<file path="src/rtl/dfl_pkg.sv">
package dfl_pkg;

    localparam int FLOW_LSB = 12;
    localparam int NW_LSB   = 8;
    localparam int WS_LSB   = 2;
    localparam int NW_W     = 4;
    localparam int SEL_W    = 4;

    typedef enum logic [1:0] {
        ST_IDLE  = 2'd0,
        ST_CHECK = 2'd1,
        ST_FETCH = 2'd2,
        ST_FINAL = 2'd3
    } dfl_state_e;

    typedef enum logic [2:0] {
        FLOW_STOP  = 3'd0,
        FLOW_AUTO  = 3'd1,
        FLOW_ARRAY = 3'd4,
        FLOW_SMALL = 3'd6,
        FLOW_LARGE = 3'd7
    } flow_e;

    typedef enum logic [1:0] {
        LINK_NONE  = 2'd0,
        LINK_SHORT = 2'd1,
        LINK_LONG  = 2'd2
    } link_e;

    localparam logic [SEL_W-1:0] SLOT_NXT_LO = 4'd0;
    localparam logic [SEL_W-1:0] SLOT_NXT_HI = 4'd1;
    localparam logic [SEL_W-1:0] SLOT_SA_LO  = 4'd2;
    localparam logic [SEL_W-1:0] SLOT_SA_HI  = 4'd3;
    localparam logic [SEL_W-1:0] SLOT_CFG    = 4'd4;
    localparam logic [SEL_W-1:0] SLOT_XC     = 4'd5;
    localparam logic [SEL_W-1:0] SLOT_XM     = 4'd6;
    localparam logic [SEL_W-1:0] SLOT_YC     = 4'd7;
    localparam logic [SEL_W-1:0] SLOT_YM     = 4'd8;
    localparam logic [SEL_W-1:0] SLOT_CDP_LO = 4'd9;
    localparam logic [SEL_W-1:0] SLOT_CDP_HI = 4'd10;
    localparam logic [SEL_W-1:0] SLOT_STAT   = 4'd11;

endpackage

</file>
<file path="src/rtl/dfl_cfg_decode.sv">
module dfl_cfg_decode
    import dfl_pkg::*;
#(
    parameter int MAX_WORDS = 9
) (
    input  logic [2:0]      flow_i,
    input  logic [NW_W-1:0] nwords_i,
    input  logic [1:0]      wsize_i,
    input  logic [1:0]      addr_lsb_i,
    output logic            legal_o,
    output link_e           link_o,
    output logic            from_cur_o,
    output logic [2:0]      elem_o,
    output logic            misalign_o
);

    localparam int ARRAY_MAX = MAX_WORDS - 2;
    localparam int SMALL_MAX = MAX_WORDS - 1;

    int nw;
    assign nw = int'(nwords_i);

    always_comb begin
        legal_o    = 1'b0;
        link_o     = LINK_NONE;
        from_cur_o = 1'b0;
        case (flow_i)
            FLOW_STOP, FLOW_AUTO: legal_o = (nw == 0);
            FLOW_ARRAY: begin
                legal_o    = (nw >= 1) && (nw <= ARRAY_MAX);
                from_cur_o = 1'b1;
            end
            FLOW_SMALL: begin
                legal_o = (nw >= 1) && (nw <= SMALL_MAX);
                link_o  = LINK_SHORT;
            end
            FLOW_LARGE: begin
                legal_o = (nw >= 1) && (nw <= MAX_WORDS);
                link_o  = LINK_LONG;
            end
            default: legal_o = 1'b0;
        endcase
    end

    always_comb begin
        case (wsize_i)
            2'b10:   elem_o = 3'd4;
            2'b01:   elem_o = 3'd2;
            default: elem_o = 3'd1;
        endcase
    end

    always_comb begin
        case (elem_o)
            3'd4:    misalign_o = |addr_lsb_i;
            3'd2:    misalign_o = addr_lsb_i[0];
            default: misalign_o = 1'b0;
        endcase
    end

endmodule

</file>
<file path="src/rtl/dfl_desc_route.sv">
module dfl_desc_route
    import dfl_pkg::*;
(
    input  link_e            link_i,
    input  logic [NW_W-1:0]  idx_i,
    output logic [SEL_W-1:0] slot_o
);

    logic [SEL_W-1:0] idx_ext;
    assign idx_ext = SEL_W'(idx_i);

    always_comb begin
        case (link_i)
            LINK_LONG:  slot_o = idx_ext;
            LINK_SHORT: slot_o = (idx_ext == '0) ? SLOT_NXT_LO : idx_ext + SEL_W'(1);
            default:    slot_o = idx_ext + SEL_W'(2);
        endcase
    end

endmodule

</file>
<file path="src/rtl/dma_desc_loader.sv">
module dma_desc_loader
    import dfl_pkg::*;
#(
    parameter int WORD_W    = 16,
    parameter int MAX_WORDS = 9
) (
    input  logic                  clk,
    input  logic                  rst_n,
    input  logic                  load_req_i,
    input  logic                  wr_en_i,
    input  logic [SEL_W-1:0]      wr_sel_i,
    input  logic [WORD_W-1:0]     wr_data_i,
    output logic                  rd_req_o,
    output logic [2*WORD_W-1:0]   rd_addr_o,
    input  logic                  rd_ack_i,
    input  logic [WORD_W-1:0]     rd_data_i,
    output logic                  busy_o,
    output logic                  run_o,
    output logic                  err_o,
    output logic [2:0]            elem_bytes_o,
    output logic [2*WORD_W-1:0]   next_ptr_o,
    output logic [2*WORD_W-1:0]   start_addr_o,
    output logic [WORD_W-1:0]     cfg_o,
    output logic [WORD_W-1:0]     x_count_o,
    output logic [WORD_W-1:0]     x_mod_o,
    output logic [WORD_W-1:0]     y_count_o,
    output logic [WORD_W-1:0]     y_mod_o,
    output logic [2*WORD_W-1:0]   cur_desc_o,
    output logic [2*WORD_W-1:0]   cur_addr_o,
    output logic [WORD_W-1:0]     cur_x_o,
    output logic [WORD_W-1:0]     cur_y_o
);

    localparam int ADDR_W = 2 * WORD_W;

    typedef struct packed {
        dfl_state_e        st;
        logic [NW_W-1:0]   idx;
        logic [NW_W-1:0]   nwords;
        link_e             link;
        logic [ADDR_W-1:0] faddr;
        logic [ADDR_W-1:0] nxt;
        logic [ADDR_W-1:0] sa;
        logic [WORD_W-1:0] cfg;
        logic [WORD_W-1:0] xc;
        logic [WORD_W-1:0] xm;
        logic [WORD_W-1:0] yc;
        logic [WORD_W-1:0] ym;
        logic [ADDR_W-1:0] cdp;
        logic [ADDR_W-1:0] cad;
        logic [WORD_W-1:0] cx;
        logic [WORD_W-1:0] cy;
        logic [2:0]        elem;
        logic              run;
        logic              err;
    } regs_t;

    regs_t q, d;

    // Configuration decode of the current config and start address
    logic             dec_legal;
    link_e            dec_link;
    logic             dec_from_cur;
    logic [2:0]       dec_elem;
    logic             dec_mis;
    logic [SEL_W-1:0] slot;

    dfl_cfg_decode #(.MAX_WORDS(MAX_WORDS)) u_dec (
        .flow_i     (q.cfg[FLOW_LSB +: 3]),
        .nwords_i   (q.cfg[NW_LSB +: NW_W]),
        .wsize_i    (q.cfg[WS_LSB +: 2]),
        .addr_lsb_i (q.sa[1:0]),
        .legal_o    (dec_legal),
        .link_o     (dec_link),
        .from_cur_o (dec_from_cur),
        .elem_o     (dec_elem),
        .misalign_o (dec_mis)
    );

    dfl_desc_route u_route (
        .link_i (q.link),
        .idx_i  (q.idx),
        .slot_o (slot)
    );

    // Place one 16-bit value into the register named by sel
    function automatic regs_t put_word(input regs_t r, input logic [SEL_W-1:0] sel,
                                       input logic [WORD_W-1:0] val);
        regs_t o;
        o = r;
        case (sel)
            SLOT_NXT_LO: o.nxt[WORD_W-1:0]      = val;
            SLOT_NXT_HI: o.nxt[ADDR_W-1:WORD_W] = val;
            SLOT_SA_LO:  o.sa[WORD_W-1:0]       = val;
            SLOT_SA_HI:  o.sa[ADDR_W-1:WORD_W]  = val;
            SLOT_CFG:    o.cfg                  = val;
            SLOT_XC:     o.xc                   = val;
            SLOT_XM:     o.xm                   = val;
            SLOT_YC:     o.yc                   = val;
            SLOT_YM:     o.ym                   = val;
            SLOT_CDP_LO: o.cdp[WORD_W-1:0]      = val;
            SLOT_CDP_HI: o.cdp[ADDR_W-1:WORD_W] = val;
            SLOT_STAT: begin
                if (val[0]) o.err = 1'b0;
                if (val[1]) o.run = 1'b0;
            end
            default: ;
        endcase
        return o;
    endfunction

    always_comb begin
        d = q;
        case (q.st)
            ST_IDLE: begin
                if (wr_en_i) d = put_word(d, wr_sel_i, wr_data_i);
                if (load_req_i) d.st = ST_CHECK;
            end
            ST_CHECK: begin
                d.elem   = dec_elem;
                d.link   = dec_link;
                d.nwords = q.cfg[NW_LSB +: NW_W];
                d.idx    = '0;
                d.faddr  = dec_from_cur ? q.cdp : q.nxt;
                if (dec_mis) d.err = 1'b1;
                if (!dec_legal) begin
                    d.err = 1'b1;
                    d.run = 1'b0;
                    d.st  = ST_IDLE;
                end else if (q.cfg[NW_LSB +: NW_W] == '0) begin
                    d.st = ST_FINAL;
                end else begin
                    d.st = ST_FETCH;
                end
            end
            ST_FETCH: begin
                if (rd_ack_i) begin
                    d       = put_word(q, slot, rd_data_i);
                    d.faddr = q.faddr + ADDR_W'(2);
                    d.idx   = q.idx + NW_W'(1);
                    if (q.idx == q.nwords - NW_W'(1)) d.st = ST_FINAL;
                end
            end
            ST_FINAL: begin
                d.cdp = q.nxt;
                d.cad = q.sa;
                d.cx  = (q.xc == '0) ? '1 : q.xc;
                d.cy  = (q.yc == '0) ? '1 : q.yc;
                d.run = 1'b1;
                d.st  = ST_IDLE;
            end
            default: d.st = ST_IDLE;
        endcase
    end

    always_ff @(posedge clk or negedge rst_n) begin
        if (!rst_n) q <= '0;
        else        q <= d;
    end

    assign rd_req_o     = (q.st == ST_FETCH);
    assign rd_addr_o    = q.faddr;
    assign busy_o       = (q.st != ST_IDLE);
    assign run_o        = q.run;
    assign err_o        = q.err;
    assign elem_bytes_o = q.elem;
    assign next_ptr_o   = q.nxt;
    assign start_addr_o = q.sa;
    assign cfg_o        = q.cfg;
    assign x_count_o    = q.xc;
    assign x_mod_o      = q.xm;
    assign y_count_o    = q.yc;
    assign y_mod_o      = q.ym;
    assign cur_desc_o   = q.cdp;
    assign cur_addr_o   = q.cad;
    assign cur_x_o      = q.cx;
    assign cur_y_o      = q.cy;

endmodule

</file>
<file path="config.mk">
export PLATFORM = sky130hd
export DESIGN_NAME = dma_desc_loader
export DESIGN_NICKNAME = d
export VERILOG_FILES = /design/src/rtl/dfl_pkg.sv /design/src/rtl/dfl_cfg_decode.sv /design/src/rtl/dfl_desc_route.sv /design/src/rtl/dma_desc_loader.sv
export SDC_FILE = /design/constraint.sdc
export NUM_CORES = 1
export LEC_CHECK = 0
export BUFFER_PORTS_ARGS = -buffer_cell sky130_fd_sc_hd__buf_2
export CORE_MARGIN = 3
export CORE_UTILIZATION = 60
export CTS_CLUSTER_SIZE = 40
export DETAILED_ROUTE_END_ITERATION = 12
export HOLD_SLACK_MARGIN = 0.08
export PLACE_DENSITY = 0.92
export REMOVE_ABC_BUFFERS = 1
export SKIP_CTS_REPAIR_TIMING = 1
export SLEW_MARGIN = 20
export SYNTH_ARGS = -nofsm -noshare
export SYNTH_HDL_FRONTEND = slang
export SYNTH_HIERARCHICAL = 1
export SYNTH_SLANG_ARGS = --single-unit
</file>
<file path="constraint.sdc">
create_clock -name clk -period 6.9 [get_ports clk]
set_input_delay 2.07 -clock clk [delete_from_list [all_inputs] [get_ports clk]]
set_output_delay 2.07 -clock clk [all_outputs]
set_load 0.1 [all_outputs]
</file>
==> report_table.html, run 1 <==
<table>
<tr><th>Metric</th><th>Value</th></tr>
<tr><th colspan="2">Run status</th></tr>
<tr><td>Result of the run</td><td>finished clean</td></tr>
<tr><th colspan="2">Route</th></tr>
<tr><td>Final routed DRC violation total</td><td>0</td></tr>
<tr><td>Antenna Violating Nets Remaining</td><td>0</td></tr>
<tr><td>Initial DRT Pass Iterations</td><td>5</td></tr>
<tr><td>Vias per std cell</td><td>6.072</td></tr>
<tr><td>Count of vias placed by the detailed router</td><td>11610</td></tr>
<tr><td>Routed WL</td><td>41.48 mm</td></tr>
<tr><td>Iteration-0 DRC count of the detailed router</td><td>1307</td></tr>
<tr><td>Routed wire length per instance</td><td>21.70 um</td></tr>
<tr><th colspan="2">Min path</th></tr>
<tr><td>Endpoint of the worst hold-timing path</td><td>x_mod_o[3]$_DFFE_PN0P_</td></tr>
<tr><td>Type of the tightest min-delay check</td><td>reg2reg</td></tr>
<tr><td>Depth of the worst hold-timing path</td><td>2</td></tr>
<tr><td>Worst min-delay path startpoint</td><td>x_mod_o[3]$_DFFE_PN0P_</td></tr>
<tr><th colspan="2">Floorplanning</th></tr>
<tr><td>Total I/O pin count</td><td>320</td></tr>
<tr><td>Core Box Area</td><td>24600 um^2</td></tr>
<tr><td>Area enclosed by the die boundary</td><td>27200 um^2</td></tr>
<tr><td>Die height</td><td>164.9 um</td></tr>
<tr><td>Initial Util</td><td>0.6159</td></tr>
<tr><td>Horizontal extent of the die</td><td>164.9 um</td></tr>
<tr><td>Row cnt</td><td>57</td></tr>
<tr><th colspan="2">Worst setup path</th></tr>
<tr><td>Crit path largest cell delay</td><td>0.59 ns</td></tr>
<tr><td>Number of cell instances on the worst register-to-register path</td><td>9</td></tr>
<tr><td>Critical path type</td><td>reg2out</td></tr>
<tr><td>Worst Path Max Fanout</td><td>18</td></tr>
<tr><td>WP data required</td><td>4.83 ns</td></tr>
<tr><td>Nature of the critical path endpoint</td><td>output port</td></tr>
<tr><td>Origin of the critical flop-to-flop path</td><td>q[283]$_DFFE_PN0P_</td></tr>
<tr><td>Data arrival time of the critical path</td><td>2.31 ns</td></tr>
<tr><td>Element type at the critical path start</td><td>flop</td></tr>
<tr><td>Cell-by-cell trace of the critical path</td><td>inv_1 &gt; ha_1 &gt; inv_1 &gt; buf_2</td></tr>
<tr><td>Register-to-register setup slack</td><td>3.21 ns</td></tr>
<tr><td>Endpoint of the worst register-to-register path</td><td>cfg_o[0]$_DFFE_PN0P_</td></tr>
<tr><td>Crit-path most repeated cell</td><td>inv_1</td></tr>
<tr><td>Critical path's slowest cell</td><td>ha_1</td></tr>
<tr><th colspan="2">Timing</th></tr>
<tr><td>Worst-Margin Slew</td><td>1.131 ns</td></tr>
<tr><td>Final count of negative-setup-slack endpoints</td><td>0</td></tr>
<tr><td>Final max-slew violation count</td><td>0</td></tr>
<tr><td>Crit path time final</td><td>4.380 ns</td></tr>
<tr><td>Unrepaired setup endpoints after global routing</td><td>false</td></tr>
<tr><td>Fmax achieved</td><td>228.3 MHz</td></tr>
<tr><td>Final hold viol count</td><td>0</td></tr>
<tr><td>Tcrit/Tclk final</td><td>0.6348</td></tr>
<tr><td>Post-route setup TNS</td><td>0 ns</td></tr>
<tr><td>Headroom to the max-slew limit</td><td>0.2241</td></tr>
<tr><td>Clock tree skew after final layout</td><td>0.009317 ns</td></tr>
<tr><th colspan="2">Synthesis</th></tr>
<tr><td>Top FF cell, synth</td><td>dfrtp_1</td></tr>
<tr><td>Share of the synthesized area in the top cell type</td><td>0.4772</td></tr>
<tr><td>Cell area after synthesis</td><td>15150 um^2</td></tr>
<tr><td>Async S/R FF share, synth</td><td>1.000</td></tr>
<tr><td>Number of synthesized flops with an enable pin</td><td>0</td></tr>
<tr><td>Yosys warns</td><td>6</td></tr>
<tr><td>Number of register bits inferred by synthesis</td><td>289</td></tr>
<tr><td>Largest cells by area after synthesis</td><td>dfrtp_1, buf_4, a21oi_1</td></tr>
<tr><td>Number of cells produced by synthesis</td><td>1547</td></tr>
<tr><td>Cell variety after synth</td><td>69</td></tr>
<tr><td>Mean instance size in the synthesized netlist</td><td>9.796 um^2</td></tr>
<tr><td>Largest area contributor in the netlist</td><td>dfrtp_1</td></tr>
<tr><td>Register area share after synthesis</td><td>0.4772</td></tr>
<tr><th colspan="2">Clock tree</th></tr>
<tr><td>Total number of clock tree sinks</td><td>289</td></tr>
<tr><td>Clock tree from TritonCTS</td><td>done</td></tr>
<tr><td>Number of CTS-inserted buffers</td><td>30</td></tr>
<tr><td>Clock-pin slew of the registers on the worst-case setup and hold paths</td><td>0.06 ns</td></tr>
<tr><td>Source-to-sink clock delay at the later pin of the worst-skew pair</td><td>0.55 ns</td></tr>
<tr><td>CTS max path bufs</td><td>3</td></tr>
<tr><td>Clock Root Buffer</td><td>clkbuf_16</td></tr>
<tr><td>H-Tree Depth</td><td>1</td></tr>
<tr><th colspan="2">Finish</th></tr>
<tr><td>Layout Area Growth over Synthesis</td><td>6.530%</td></tr>
<tr><td>Final #Nets</td><td>1616</td></tr>
<tr><td>Ratio of cells with drive above 1 in the final layout</td><td>0.3097</td></tr>
<tr><th colspan="2">Placed design</th></tr>
<tr><td>Post-detail-place hpwl</td><td>28.02 mm</td></tr>
<tr><td>Number of I/O port buffers</td><td>319</td></tr>
<tr><td>Final weighted congestion of routability-driven global placement</td><td>0.9092</td></tr>
<tr><th colspan="2">Global route</th></tr>
<tr><td>Largest net degree at the start of global routing</td><td>150</td></tr>
<tr><td>Final global-route overflow total</td><td>0</td></tr>
<tr><td>First-pass GRT wire length</td><td>63.78 mm</td></tr>
<tr><td>Antenna violations before repair</td><td>8</td></tr>
<tr><td>GRT Total Usage</td><td>0.3000</td></tr>
<tr><td>Via count of the first global-routing pass</td><td>11450</td></tr>
<tr><th colspan="2">Job</th></tr>
<tr><td>Max_cap viols</td><td>0</td></tr>
</table>
[worst max-delay path by stage]
stage | from | to | cells past startpoint
6_report | q[287]$_DFFE_PN0P_ | busy_o | 4
5_1_grt | q[287]$_DFFE_PN0P_ | busy_o | 4
4_1_cts | q[287]$_DFFE_PN0P_ | busy_o | 4
3_5_place_dp | rd_ack_i | start_addr_o[23]$_DFFE_PN0P_ | 6
3_3_place_gp | rd_ack_i | start_addr_o[5]$_DFFE_PN0P_ | 6
2_1_floorplan | wr_sel_i[0] | cur_desc_o[16]$_DFFE_PN0P_ | 4
[critical path: cells and delay by family, from the launching register on]
kind       cells  cell delay (ns)
buf+inv        3             0.73
fa+ha+maj      1             0.59
flops          1             0.44
[layout make-up]
cell class	instances	area, um^2
Fill cell	1786	8461
Clock inverter	14	231.5
Antenna cell	6	15.01
Sequential cell	289	7232
Multi-Input combinational cell	876	5512
Tap cell	324	405.4
Clock buffer	41	893.4
Inverter	23	86.33
Timing Repair Buffer	339	1769
[sequential cells by signal, summed over array words and instances (netlist names), named ones only]
| name | flops |
|---|---|
| cur_y_o | 16 |
| x_mod_o | 16 |
| start_addr_o | 32 |
| x_count_o | 16 |
| y_mod_o | 16 |
| run_o | 1 |
| cur_addr_o | 32 |
| next_ptr_o | 32 |
| rd_addr_o | 32 |
| cfg_o | 16 |
| cur_desc_o | 32 |
| y_count_o | 16 |
| elem_bytes_o | 3 |
| err_o | 1 |
| cur_x_o | 16 |
| q | 11 |
[synth_stat cells, types with 3 or more instances]
cell,n
buf_2,15
xnor2_1,8
nand4_1,17
buf_4,275
inv_1,22
o22ai_1,25
dfrtp_1,289
nand3_1,18
buf_1,7
nand2_1,140
and3_1,5
nor3_2,5
ha_1,16
nor2b_1,5
a22o_1,19
nor3b_1,3
and4_1,3
and2_1,5
nor2_1,113
o22a_1,34
nor4_4,3
or2_2,3
o21ai_0,104
nand3b_1,4
clkbuf_1,60
mux2_2,65
nor4_1,13
a21oi_1,158
o31ai_1,10
nand2b_1,11
nor3_1,7
mux2i_1,44
[cell usage in the layout, fill, tap and decap left out, types with 6 or more instances in the layout]
| master | Yosys | final |
|---|---|---|
| xnor2_1 | 8 | 8 |
| mux2i_1 | 44 | 40 |
| clkbuf_8 | 0 | 8 |
| nand3_1 | 18 | 16 |
| inv_1 | 22 | 22 |
| nor3_1 | 7 | 7 |
| nor4_1 | 13 | 13 |
| a21oi_1 | 158 | 158 |
| o22a_1 | 34 | 34 |
| bufinv_16 | 0 | 6 |
| a22o_1 | 19 | 19 |
| o21ai_0 | 104 | 104 |
| clkbuf_16 | 0 | 31 |
| o31ai_1 | 10 | 10 |
| nor2_1 | 113 | 112 |
| nand2_1 | 140 | 140 |
| nand2b_1 | 11 | 11 |
| mux2_2 | 65 | 65 |
| diode_2 | 0 | 6 |
| dfrtp_1 | 289 | 289 |
| o22ai_1 | 25 | 25 |
| nand4_1 | 17 | 17 |
| buf_2 | 15 | 318 |
| buf_4 | 275 | 19 |
| ha_1 | 16 | 14 |
[per-stage QoR]
stage / cells / setup slack, ns / instance area (um^2) / hold slack, ns / utilization
final: 1912 / 2.520 / 16140 / 0.4862 / 0.6561
after global routing: 1911 / 2.394 / 16140 / 0.5053 / 0.6560
after CTS: 1906 / 2.524 / 16110 / 0.4839 / 0.6549
after detailed placement: 1851 / 2.337 / 14990 / 0.4654 / 0.6092
after global placement: 1851 / 2.564 / 14980 / 0.4586 / 0.6089
after floorplan: 1188 / 1.737 / 12750 / 0.5135 / -
[logic make-up (layout without fill, tap and decap cells)]
group / count (synthesis) / in the layout / synth area share
buf+inv: 382 / 417 / 0.1645
compound gates: 375 / 375 / 0.1464
simple gates: 368 / 368 / 0.1167
flops: 289 / 289 / 0.4772
mux: 109 / 109 / 0.07736
fa+ha+maj: 16 / 16 / 0.01321
xor+xnor: 8 / 8 / 0.004624
other cells: 0 / 6 / 0
[layer usage]
layer | routed length [um] | vias to the layer above | part of all wire | track usage
met4 | 2433 | 4 | 0.059 | 0.1605
met5 | 26 | - | 0.00063 | 0
met2 | 19920 | 656 | 0.48 | 0.4906
met1 | 15360 | 5682 | 0.37 | 0.3725
li1 | - | 5113 | - | -
met3 | 3743 | 154 | 0.090 | 0.06672
Power of run 1 is left out: the tool's default activity adds up to more than one toggle a clock period on the data nets, which glitch-free logic cannot reach.
==> run 2: changes to the inputs <==
CORE_UTILIZATION = 50   (was 60)
PLACE_DENSITY = 0.82   (was 0.92)
clock period = 3.6 ns   (was 6.9 ns; I/O delays follow)
==> run 2 against run 1 <==
  * Clock-buffer cell count shrank 3
  * Sequential share of layout area down 0.43 points
  * Non-clock buffer count increased by 19
  * Sequential cell count stayed put
  * First-iteration DRC count decreased by 23%
==> report_table.html, run 2 (synthesized netlist as in run 1, its figures left out) <==
<table>
<tr><th>Metric</th><th>Value</th></tr>
<tr><th colspan="2">Clock tree</th></tr>
<tr><td>Number of CTS-inserted buffers</td><td>31 (+3.3%)</td></tr>
<tr><td>Total number of clock tree sinks</td><td>289 (unchanged)</td></tr>
<tr><td>H-Tree Depth</td><td>1 (unchanged)</td></tr>
<tr><td>Clock tree from TritonCTS</td><td>done</td></tr>
<tr><td>Clock Root Buffer</td><td>clkbuf_16</td></tr>
<tr><td>CTS max path bufs</td><td>3 (unchanged)</td></tr>
<tr><td>Clock-pin slew of the registers on the worst-case setup and hold paths</td><td>0.06 ns (about the same)</td></tr>
<tr><td>Source-to-sink clock delay at the later pin of the worst-skew pair</td><td>0.57 ns (+0.02 ns)</td></tr>
<tr><th colspan="2">Floorplanning</th></tr>
<tr><td>Initial Util</td><td>0.5100 (-0.1060)</td></tr>
<tr><td>Total I/O pin count</td><td>320 (unchanged)</td></tr>
<tr><td>Row cnt</td><td>63 (+11%)</td></tr>
<tr><td>Horizontal extent of the die</td><td>180.1 um (+9.2%)</td></tr>
<tr><td>Core Box Area</td><td>29720 um^2 (+21%)</td></tr>
<tr><td>Area enclosed by the die boundary</td><td>32430 um^2 (+19%)</td></tr>
<tr><td>Die height</td><td>180.1 um (+9.2%)</td></tr>
<tr><th colspan="2">Global route</th></tr>
<tr><td>First-pass GRT wire length</td><td>64.38 mm (+0.94%)</td></tr>
<tr><td>GRT busiest layer</td><td>met2</td></tr>
<tr><td>Final global-route overflow total</td><td>0 (unchanged)</td></tr>
<tr><td>Grt met3 use</td><td>0.05470 (-0.01201)</td></tr>
<tr><td>Largest net degree at the start of global routing</td><td>91 (-39%)</td></tr>
<tr><td>Met1 global-route usage</td><td>0.3139 (-0.05859)</td></tr>
<tr><td>GRT Total Usage</td><td>0.2465 (-0.05350)</td></tr>
<tr><td>Antenna violations before repair</td><td>7 (-1)</td></tr>
<tr><td>Met2 track demand over resource</td><td>0.4098 (-0.08088)</td></tr>
<tr><td>Via count of the first global-routing pass</td><td>11400 (-0.49%)</td></tr>
<tr><th colspan="2">Finish</th></tr>
<tr><td>Multi-input gate area in the final layout</td><td>5502 um^2 (-0.18%)</td></tr>
<tr><td>Most common cell after layout, fill and taps aside</td><td>buf_2</td></tr>
<tr><td>Final #Nets</td><td>1636 (+1.2%)</td></tr>
<tr><td>Area occupied by registers</td><td>7232 um^2 (unchanged)</td></tr>
<tr><td>Most used cells in the layout excluding fill and tap cells</td><td>buf_2, dfrtp_1, a21oi_1</td></tr>
<tr><td>Final Core Density</td><td>0.5485 (-0.1076)</td></tr>
<tr><td>Final non-filler cell area</td><td>16300 um^2 (+0.97%)</td></tr>
<tr><td>Ratio of cells with drive above 1 in the final layout</td><td>0.3157 (+0.005924)</td></tr>
<tr><td>Number of fillers in the final layout</td><td>2576 (+44%)</td></tr>
<tr><td>Layout Area Growth over Synthesis</td><td>7.563%</td></tr>
<tr><th colspan="2">Route</th></tr>
<tr><td>Routed WL</td><td>41.42 mm (-0.15%)</td></tr>
<tr><td>Count of vias placed by the detailed router</td><td>11530 (-0.65%)</td></tr>
<tr><td>Initial DRT Pass Iterations</td><td>5 (unchanged)</td></tr>
<tr><td>Vias per std cell</td><td>5.776 (-4.9%)</td></tr>
<tr><td>Antenna Violating Nets Remaining</td><td>0 (unchanged)</td></tr>
<tr><td>Routed wire length per instance</td><td>20.74 um (-4.4%)</td></tr>
<tr><td>Final routed DRC violation total</td><td>0 (unchanged)</td></tr>
<tr><td>Iteration-0 DRC count of the detailed router</td><td>1010 (-23%)</td></tr>
<tr><th colspan="2">Min path</th></tr>
<tr><td>Type of the tightest min-delay check</td><td>reg2reg</td></tr>
<tr><th colspan="2">Worst setup path</th></tr>
<tr><td>Count of buffering cells on the critical path with inverters included</td><td>3 (unchanged)</td></tr>
<tr><td>Crit-path most repeated cell</td><td>inv_1</td></tr>
<tr><td>Critical path's slowest cell</td><td>ha_1</td></tr>
<tr><td>WP data required</td><td>2.52 ns (-2.31 ns)</td></tr>
<tr><td>Element type at the critical path start</td><td>flop</td></tr>
<tr><td>Nature of the critical path endpoint</td><td>output port</td></tr>
<tr><td>Cell-by-cell trace of the critical path</td><td>inv_1 &gt; ha_1 &gt; inv_1 &gt; buf_2</td></tr>
<tr><td>Worst Path Max Fanout</td><td>18 (unchanged)</td></tr>
<tr><td>Crit path largest cell delay</td><td>0.54 ns (-0.05 ns)</td></tr>
<tr><td>Data arrival time of the critical path</td><td>2.25 ns (-0.06 ns)</td></tr>
<tr><td>Cell class contributing the biggest share of worst-path delay</td><td>buffers and inverters</td></tr>
<tr><td>Critical path type</td><td>reg2out</td></tr>
<tr><th colspan="2">Timing</th></tr>
<tr><td>Worst Hold Slack</td><td>0.4751 ns (-0.01112 ns)</td></tr>
<tr><td>Final count of negative-setup-slack endpoints</td><td>0 (unchanged)</td></tr>
<tr><td>Tcrit/Tclk final</td><td>0.9250</td></tr>
<tr><td>Final max-slew violation count</td><td>0 (unchanged)</td></tr>
<tr><td>Unrepaired setup endpoints after global routing</td><td>false</td></tr>
<tr><td>Worst-Margin Slew</td><td>0.8600 ns (-0.2714 ns)</td></tr>
<tr><td>Clock tree skew after final layout</td><td>0.01121 ns (+0.001889 ns)</td></tr>
<tr><td>Final hold viol count</td><td>0 (unchanged)</td></tr>
<tr><td>Headroom to the max-slew limit</td><td>0.4153 (+0.1912)</td></tr>
<tr><td>Crit path time final</td><td>3.330 ns</td></tr>
<tr><td>Fmax achieved</td><td>300.3 MHz</td></tr>
<tr><th colspan="2">Placed design</th></tr>
<tr><td>Placed cell area</td><td>15230 um^2 (+1.6%)</td></tr>
<tr><td>Post-detail-place hpwl</td><td>29.32 mm (+4.7%)</td></tr>
<tr><td>Final weighted congestion of routability-driven global placement</td><td>0.8872 (-2.4%)</td></tr>
<tr><td>Number of I/O port buffers</td><td>319 (unchanged)</td></tr>
<tr><th colspan="2">Job</th></tr>
<tr><td>Max_cap viols</td><td>0 (unchanged)</td></tr>
<tr><th colspan="2">Run status</th></tr>
<tr><td>Result of the run</td><td>finished clean</td></tr>
</table>
[run 2: path summary, 6_finish.rpt]
path	start	to	slack [ns]	cells past startpoint
setup / recovery	q[287]$_DFFE_PN0P_	busy_o	0.27	4
setup reg to reg	q[283]$_DFFE_PN0P_	cur_desc_o[14]$_DFFE_PN0P_	0.56	11
max in group asynchronous	rst_n	cur_addr_o[12]$_DFFE_PN0P_	2.17	2
hold reg to reg	y_mod_o[12]$_DFFE_PN0P_	y_mod_o[12]$_DFFE_PN0P_	0.48	2
min in group asynchronous	rst_n	cur_desc_o[18]$_DFFE_PN0P_	0.50	1
hold / removal	y_mod_o[12]$_DFFE_PN0P_	y_mod_o[12]$_DFFE_PN0P_	0.48	2
[run 2: stage by stage]
step | worst slack, ns | cells | setup TNS (ns)
CTS | 0.2698 | 1993 | 0
global route | 0.1593 | 1996 | 0
global placement | 0.7571 | 1936 | 0
finish | 0.2701 | 1997 | 0
floorplan | -1.550 | 1188 | -215.51
detailed placement | 0.6195 | 1936 | 0
[run 2: area by class of cell]
class / instances / share of cell area
Tap cell: 390 / 0.02994
Inverter: 23 / 0.005296
Antenna cell: 4 / 0.0006141
Clock inverter: 19 / 0.01389
Sequential cell: 289 / 0.4437
Timing Repair Buffer: 358 / 0.1181
Multi-Input combinational cell: 876 / 0.3375
Clock buffer: 38 / 0.05104
[run 2: routing by layer]
layer	vias to the layer above	wire length [um]
met3	118	3443
met4	6	1965
met5	-	36
met2	566	19640
li1	5164	-
met1	5680	16340
[run 2: worst reg2reg max path, stage by stage, from the launching register on]
cell      delay [ns]
dfrtp_1         0.53
inv_1           0.09
ha_1            0.22
or3b_1          0.19
nand2_1         0.06
o31ai_1         0.59
nand2b_1        0.20
o21ai_0         0.22
nor4b_4         0.21
buf_4           0.40
nor2_1          0.10
a21oi_1         0.15
Power of run 2 is left out for the same reason.
==> run 3: changes to the inputs <==
ABC_AREA = 1   (was default)
==> run 3 against run 2 <==
  * Via count up 14%
  * Clock-buffer cell count down 1
  * Core utilization rose by 0.54 points
  * Critical path type unchanged
==> report_table.html, run 3 <==
<table>
<tr><th>Metric</th><th>Value</th></tr>
<tr><th colspan="2">Run status</th></tr>
<tr><td>Result of the run</td><td>finished clean</td></tr>
<tr><th colspan="2">Worst setup path</th></tr>
<tr><td>Element type at the critical path start</td><td>flop</td></tr>
<tr><td>Cell class contributing the biggest share of worst-path delay</td><td>buffers and inverters</td></tr>
<tr><td>Cell-by-cell trace of the critical path</td><td>inv_1 &gt; ha_1 &gt; inv_2 &gt; buf_2</td></tr>
<tr><td>WP data required</td><td>2.52 ns (about the same)</td></tr>
<tr><td>Nature of the critical path endpoint</td><td>output port</td></tr>
<tr><td>Critical path type</td><td>reg2out</td></tr>
<tr><td>Critical path's slowest cell</td><td>dfrtp_1</td></tr>
<tr><td>Count of buffering cells on the critical path with inverters included</td><td>3 (unchanged)</td></tr>
<tr><td>Data arrival time of the critical path</td><td>2.25 ns (about the same)</td></tr>
<tr><td>Crit path largest cell delay</td><td>0.51 ns (-0.03 ns)</td></tr>
<tr><td>Worst Path Max Fanout</td><td>13 (-5)</td></tr>
<tr><th colspan="2">Placed design</th></tr>
<tr><td>Placement Setup Slack</td><td>0.8129 ns (+0.1934 ns)</td></tr>
<tr><td>Post-detail-place hpwl</td><td>32.70 mm (+12%)</td></tr>
<tr><td>Final weighted congestion of routability-driven global placement</td><td>0.9350 (+5.4%)</td></tr>
<tr><td>Number of I/O port buffers</td><td>319 (unchanged)</td></tr>
<tr><td>Number of placed cells counting well taps</td><td>2356 (+22%)</td></tr>
<tr><th colspan="2">Floorplanning</th></tr>
<tr><td>Horizontal extent of the die</td><td>182.2 um (+1.1%)</td></tr>
<tr><td>Die height</td><td>182.2 um (+1.1%)</td></tr>
<tr><td>Core Box Area</td><td>30110 um^2 (+1.3%)</td></tr>
<tr><td>Initial Util</td><td>0.5152 (+0.005292)</td></tr>
<tr><td>Total I/O pin count</td><td>320 (unchanged)</td></tr>
<tr><td>Area enclosed by the die boundary</td><td>33180 um^2 (+2.3%)</td></tr>
<tr><td>Row cnt</td><td>63 (unchanged)</td></tr>
<tr><th colspan="2">Clock tree</th></tr>
<tr><td>Clock Root Buffer</td><td>clkbuf_16</td></tr>
<tr><td>Total number of clock tree sinks</td><td>289 (unchanged)</td></tr>
<tr><td>Number of CTS-inserted buffers</td><td>30 (-3.2%)</td></tr>
<tr><td>Clock-pin slew of the registers on the worst-case setup and hold paths</td><td>0.06 ns (about the same)</td></tr>
<tr><td>H-Tree Depth</td><td>1 (unchanged)</td></tr>
<tr><td>CTS max path bufs</td><td>3 (unchanged)</td></tr>
<tr><td>Source-to-sink clock delay at the later pin of the worst-skew pair</td><td>0.56 ns (about the same)</td></tr>
<tr><td>Clock tree from TritonCTS</td><td>done</td></tr>
<tr><th colspan="2">Global route</th></tr>
<tr><td>Antenna violations before repair</td><td>0 (-7)</td></tr>
<tr><td>First-pass GRT wire length</td><td>71.37 mm (+11%)</td></tr>
<tr><td>GRT Total Usage</td><td>0.2693 (+0.02278)</td></tr>
<tr><td>Via count of the first global-routing pass</td><td>12700 (+11%)</td></tr>
<tr><td>Largest net degree at the start of global routing</td><td>83 (-8.8%)</td></tr>
<tr><td>Final global-route overflow total</td><td>0 (unchanged)</td></tr>
<tr><th colspan="2">Timing</th></tr>
<tr><td>Fmax achieved</td><td>300.4 MHz (about the same)</td></tr>
<tr><td>Final max-slew violation count</td><td>0 (unchanged)</td></tr>
<tr><td>PnR worst setup slack</td><td>0.2710 ns (+0.0009110 ns)</td></tr>
<tr><td>Tcrit/Tclk final</td><td>0.9247 (about the same)</td></tr>
<tr><td>Headroom to the max-slew limit</td><td>0.3493 (-0.06603)</td></tr>
<tr><td>Post-route setup TNS</td><td>0 ns (unchanged)</td></tr>
<tr><td>Crit path time final</td><td>3.329 ns (-0.0009110 ns)</td></tr>
<tr><td>Worst-Margin Slew</td><td>0.9740 ns (+0.1140 ns)</td></tr>
<tr><td>Clock tree skew after final layout</td><td>0.01526 ns (+0.004052 ns)</td></tr>
<tr><td>Unrepaired setup endpoints after global routing</td><td>false</td></tr>
<tr><td>Final count of negative-setup-slack endpoints</td><td>0 (unchanged)</td></tr>
<tr><td>Worst Hold Slack</td><td>0.4676 ns (-0.007496 ns)</td></tr>
<tr><td>Final hold viol count</td><td>0 (unchanged)</td></tr>
<tr><th colspan="2">Route</th></tr>
<tr><td>Count of vias placed by the detailed router</td><td>13120 (+14%)</td></tr>
<tr><td>Antenna Violating Nets Remaining</td><td>0 (unchanged)</td></tr>
<tr><td>Routed WL</td><td>46.00 mm (+11%)</td></tr>
<tr><td>Iteration-0 DRC count of the detailed router</td><td>1058 (+4.8%)</td></tr>
<tr><td>Initial DRT Pass Iterations</td><td>7 (+2)</td></tr>
<tr><td>Routed wire length per instance</td><td>19.07 um (-8.1%)</td></tr>
<tr><td>Vias per std cell</td><td>5.441 (-5.8%)</td></tr>
<tr><td>Final routed DRC violation total</td><td>0 (unchanged)</td></tr>
<tr><th colspan="2">Finish</th></tr>
<tr><td>Ratio of cells with drive above 1 in the final layout</td><td>0.2097 (-0.1060)</td></tr>
<tr><td>Layout Area Growth over Synthesis</td><td>7.508% (about the same)</td></tr>
<tr><td>Most common cell after layout, fill and taps aside</td><td>nand2_1</td></tr>
<tr><td>Final #Nets</td><td>2055 (+26%)</td></tr>
<tr><td>Most used cells in the layout excluding fill and tap cells</td><td>nand2_1, buf_2, dfrtp_1</td></tr>
<tr><td>Filler-free cell count of the finished design</td><td>2412 (+21%)</td></tr>
<tr><td>Diode count</td><td>0 (-4)</td></tr>
<tr><th colspan="2">Synthesis</th></tr>
<tr><td>Largest area contributor in the netlist</td><td>dfrtp_1</td></tr>
<tr><td>Async S/R FF share, synth</td><td>1.000 (unchanged)</td></tr>
<tr><td>Register area share after synthesis</td><td>0.4661 (-0.01108)</td></tr>
<tr><td>Largest cells by area after synthesis</td><td>dfrtp_1, buf_4, nand2_1</td></tr>
<tr><td>Number of register bits inferred by synthesis</td><td>289 (unchanged)</td></tr>
<tr><td>Cell variety after synth</td><td>40 (-42%)</td></tr>
<tr><td>Share of the synthesized area in the top cell type</td><td>0.4661 (-0.01108)</td></tr>
<tr><td>Cell area after synthesis</td><td>15510 um^2 (+2.4%)</td></tr>
<tr><td>Number of synthesized flops with an enable pin</td><td>0 (unchanged)</td></tr>
<tr><td>Yosys warns</td><td>6 (unchanged)</td></tr>
<tr><td>Number of cells produced by synthesis</td><td>1967 (+27%)</td></tr>
<tr><td>Library cell with the highest instance count after synthesis</td><td>nand2_1</td></tr>
<tr><td>Top FF cell, synth</td><td>dfrtp_1</td></tr>
<tr><td>Most frequent cells after synthesis</td><td>nand2_1, dfrtp_1, buf_4</td></tr>
<tr><td>Mean instance size in the synthesized netlist</td><td>7.888 um^2 (-19%)</td></tr>
<tr><th colspan="2">Min path</th></tr>
<tr><td>Type of the tightest min-delay check</td><td>reg2reg</td></tr>
<tr><th colspan="2">Job</th></tr>
<tr><td>Max_cap viols</td><td>0 (unchanged)</td></tr>
</table>
## run 3: layer usage
| layer | track usage | vias up | share of wire |
|---|---|---|---|
| met3 | 0.05960 | 112 | 0.090 |
| met5 | 0 | - | 0 |
| li1 | - | 6070 | - |
| met4 | 0.09506 | 0 | 0.038 |
| met1 | 0.3498 | 6267 | 0.40 |
| met2 | 0.4466 | 674 | 0.47 |
## run 3: cell families after synthesis
kind of cell               synth area share
AOI/OAI and AO/OA                    0.1348
xor gates and xnor gates           0.005081
adders and majority gates           0.01290
buffers and inverters                0.1863
DFF                                  0.4661
muxes                             0.0006452
and+or+nand+nor                      0.1941
## run 3: worst register-to-register path, delay by kind of cell, from the launching register on
kind	cells	cell delay [ns]
AND/OR/NAND/NOR	1	0.20
buffers and inverters	2	0.45
adder cells (fa/ha/maj)	1	0.32
flip-flops	1	0.51
AO/OA/AOI/OAI	2	1.03
## run 3: cell type report
cell class	count	area, um^2
tap	390	488.0
timing repair buffer	354	1907
inverter	133	499.2
clock inverter	19	334.1
multi-input combinational	1190	5413
sequential	289	7232
clock buffer	37	807.0
fill	2779	13430
## run 3: metrics by stage
stage	util	cell area, um^2
CTS	0.5539	16680
finish	0.5539	16680
floorplan	-	13120
global route	0.5539	16680
global placement	0.5160	15540
detailed placement	0.5160	15540
## run 3: final timing paths
kind | startpoint | to | slack, ns | cells past startpoint
worst max-delay path | q[287]$_DFFE_PN0P_ | busy_o | 0.27 | 4
worst min-delay path | cur_addr_o[18]$_DFFE_PN0P_ | cur_addr_o[18]$_DFFE_PN0P_ | 0.47 | 2
worst max register to register | q[287]$_DFFE_PN0P_ | cfg_o[12]$_DFFE_PN0P_ | 0.93 | 6
worst min register to register | cur_addr_o[18]$_DFFE_PN0P_ | cur_addr_o[18]$_DFFE_PN0P_ | 0.47 | 2
max in group asynchronous | rst_n | cur_x_o[4]$_DFFE_PN0P_ | 2.16 | 2
min in group asynchronous | rst_n | cur_desc_o[1]$_DFFE_PN0P_ | 0.52 | 1
Power of run 3 is left out for the same reason.
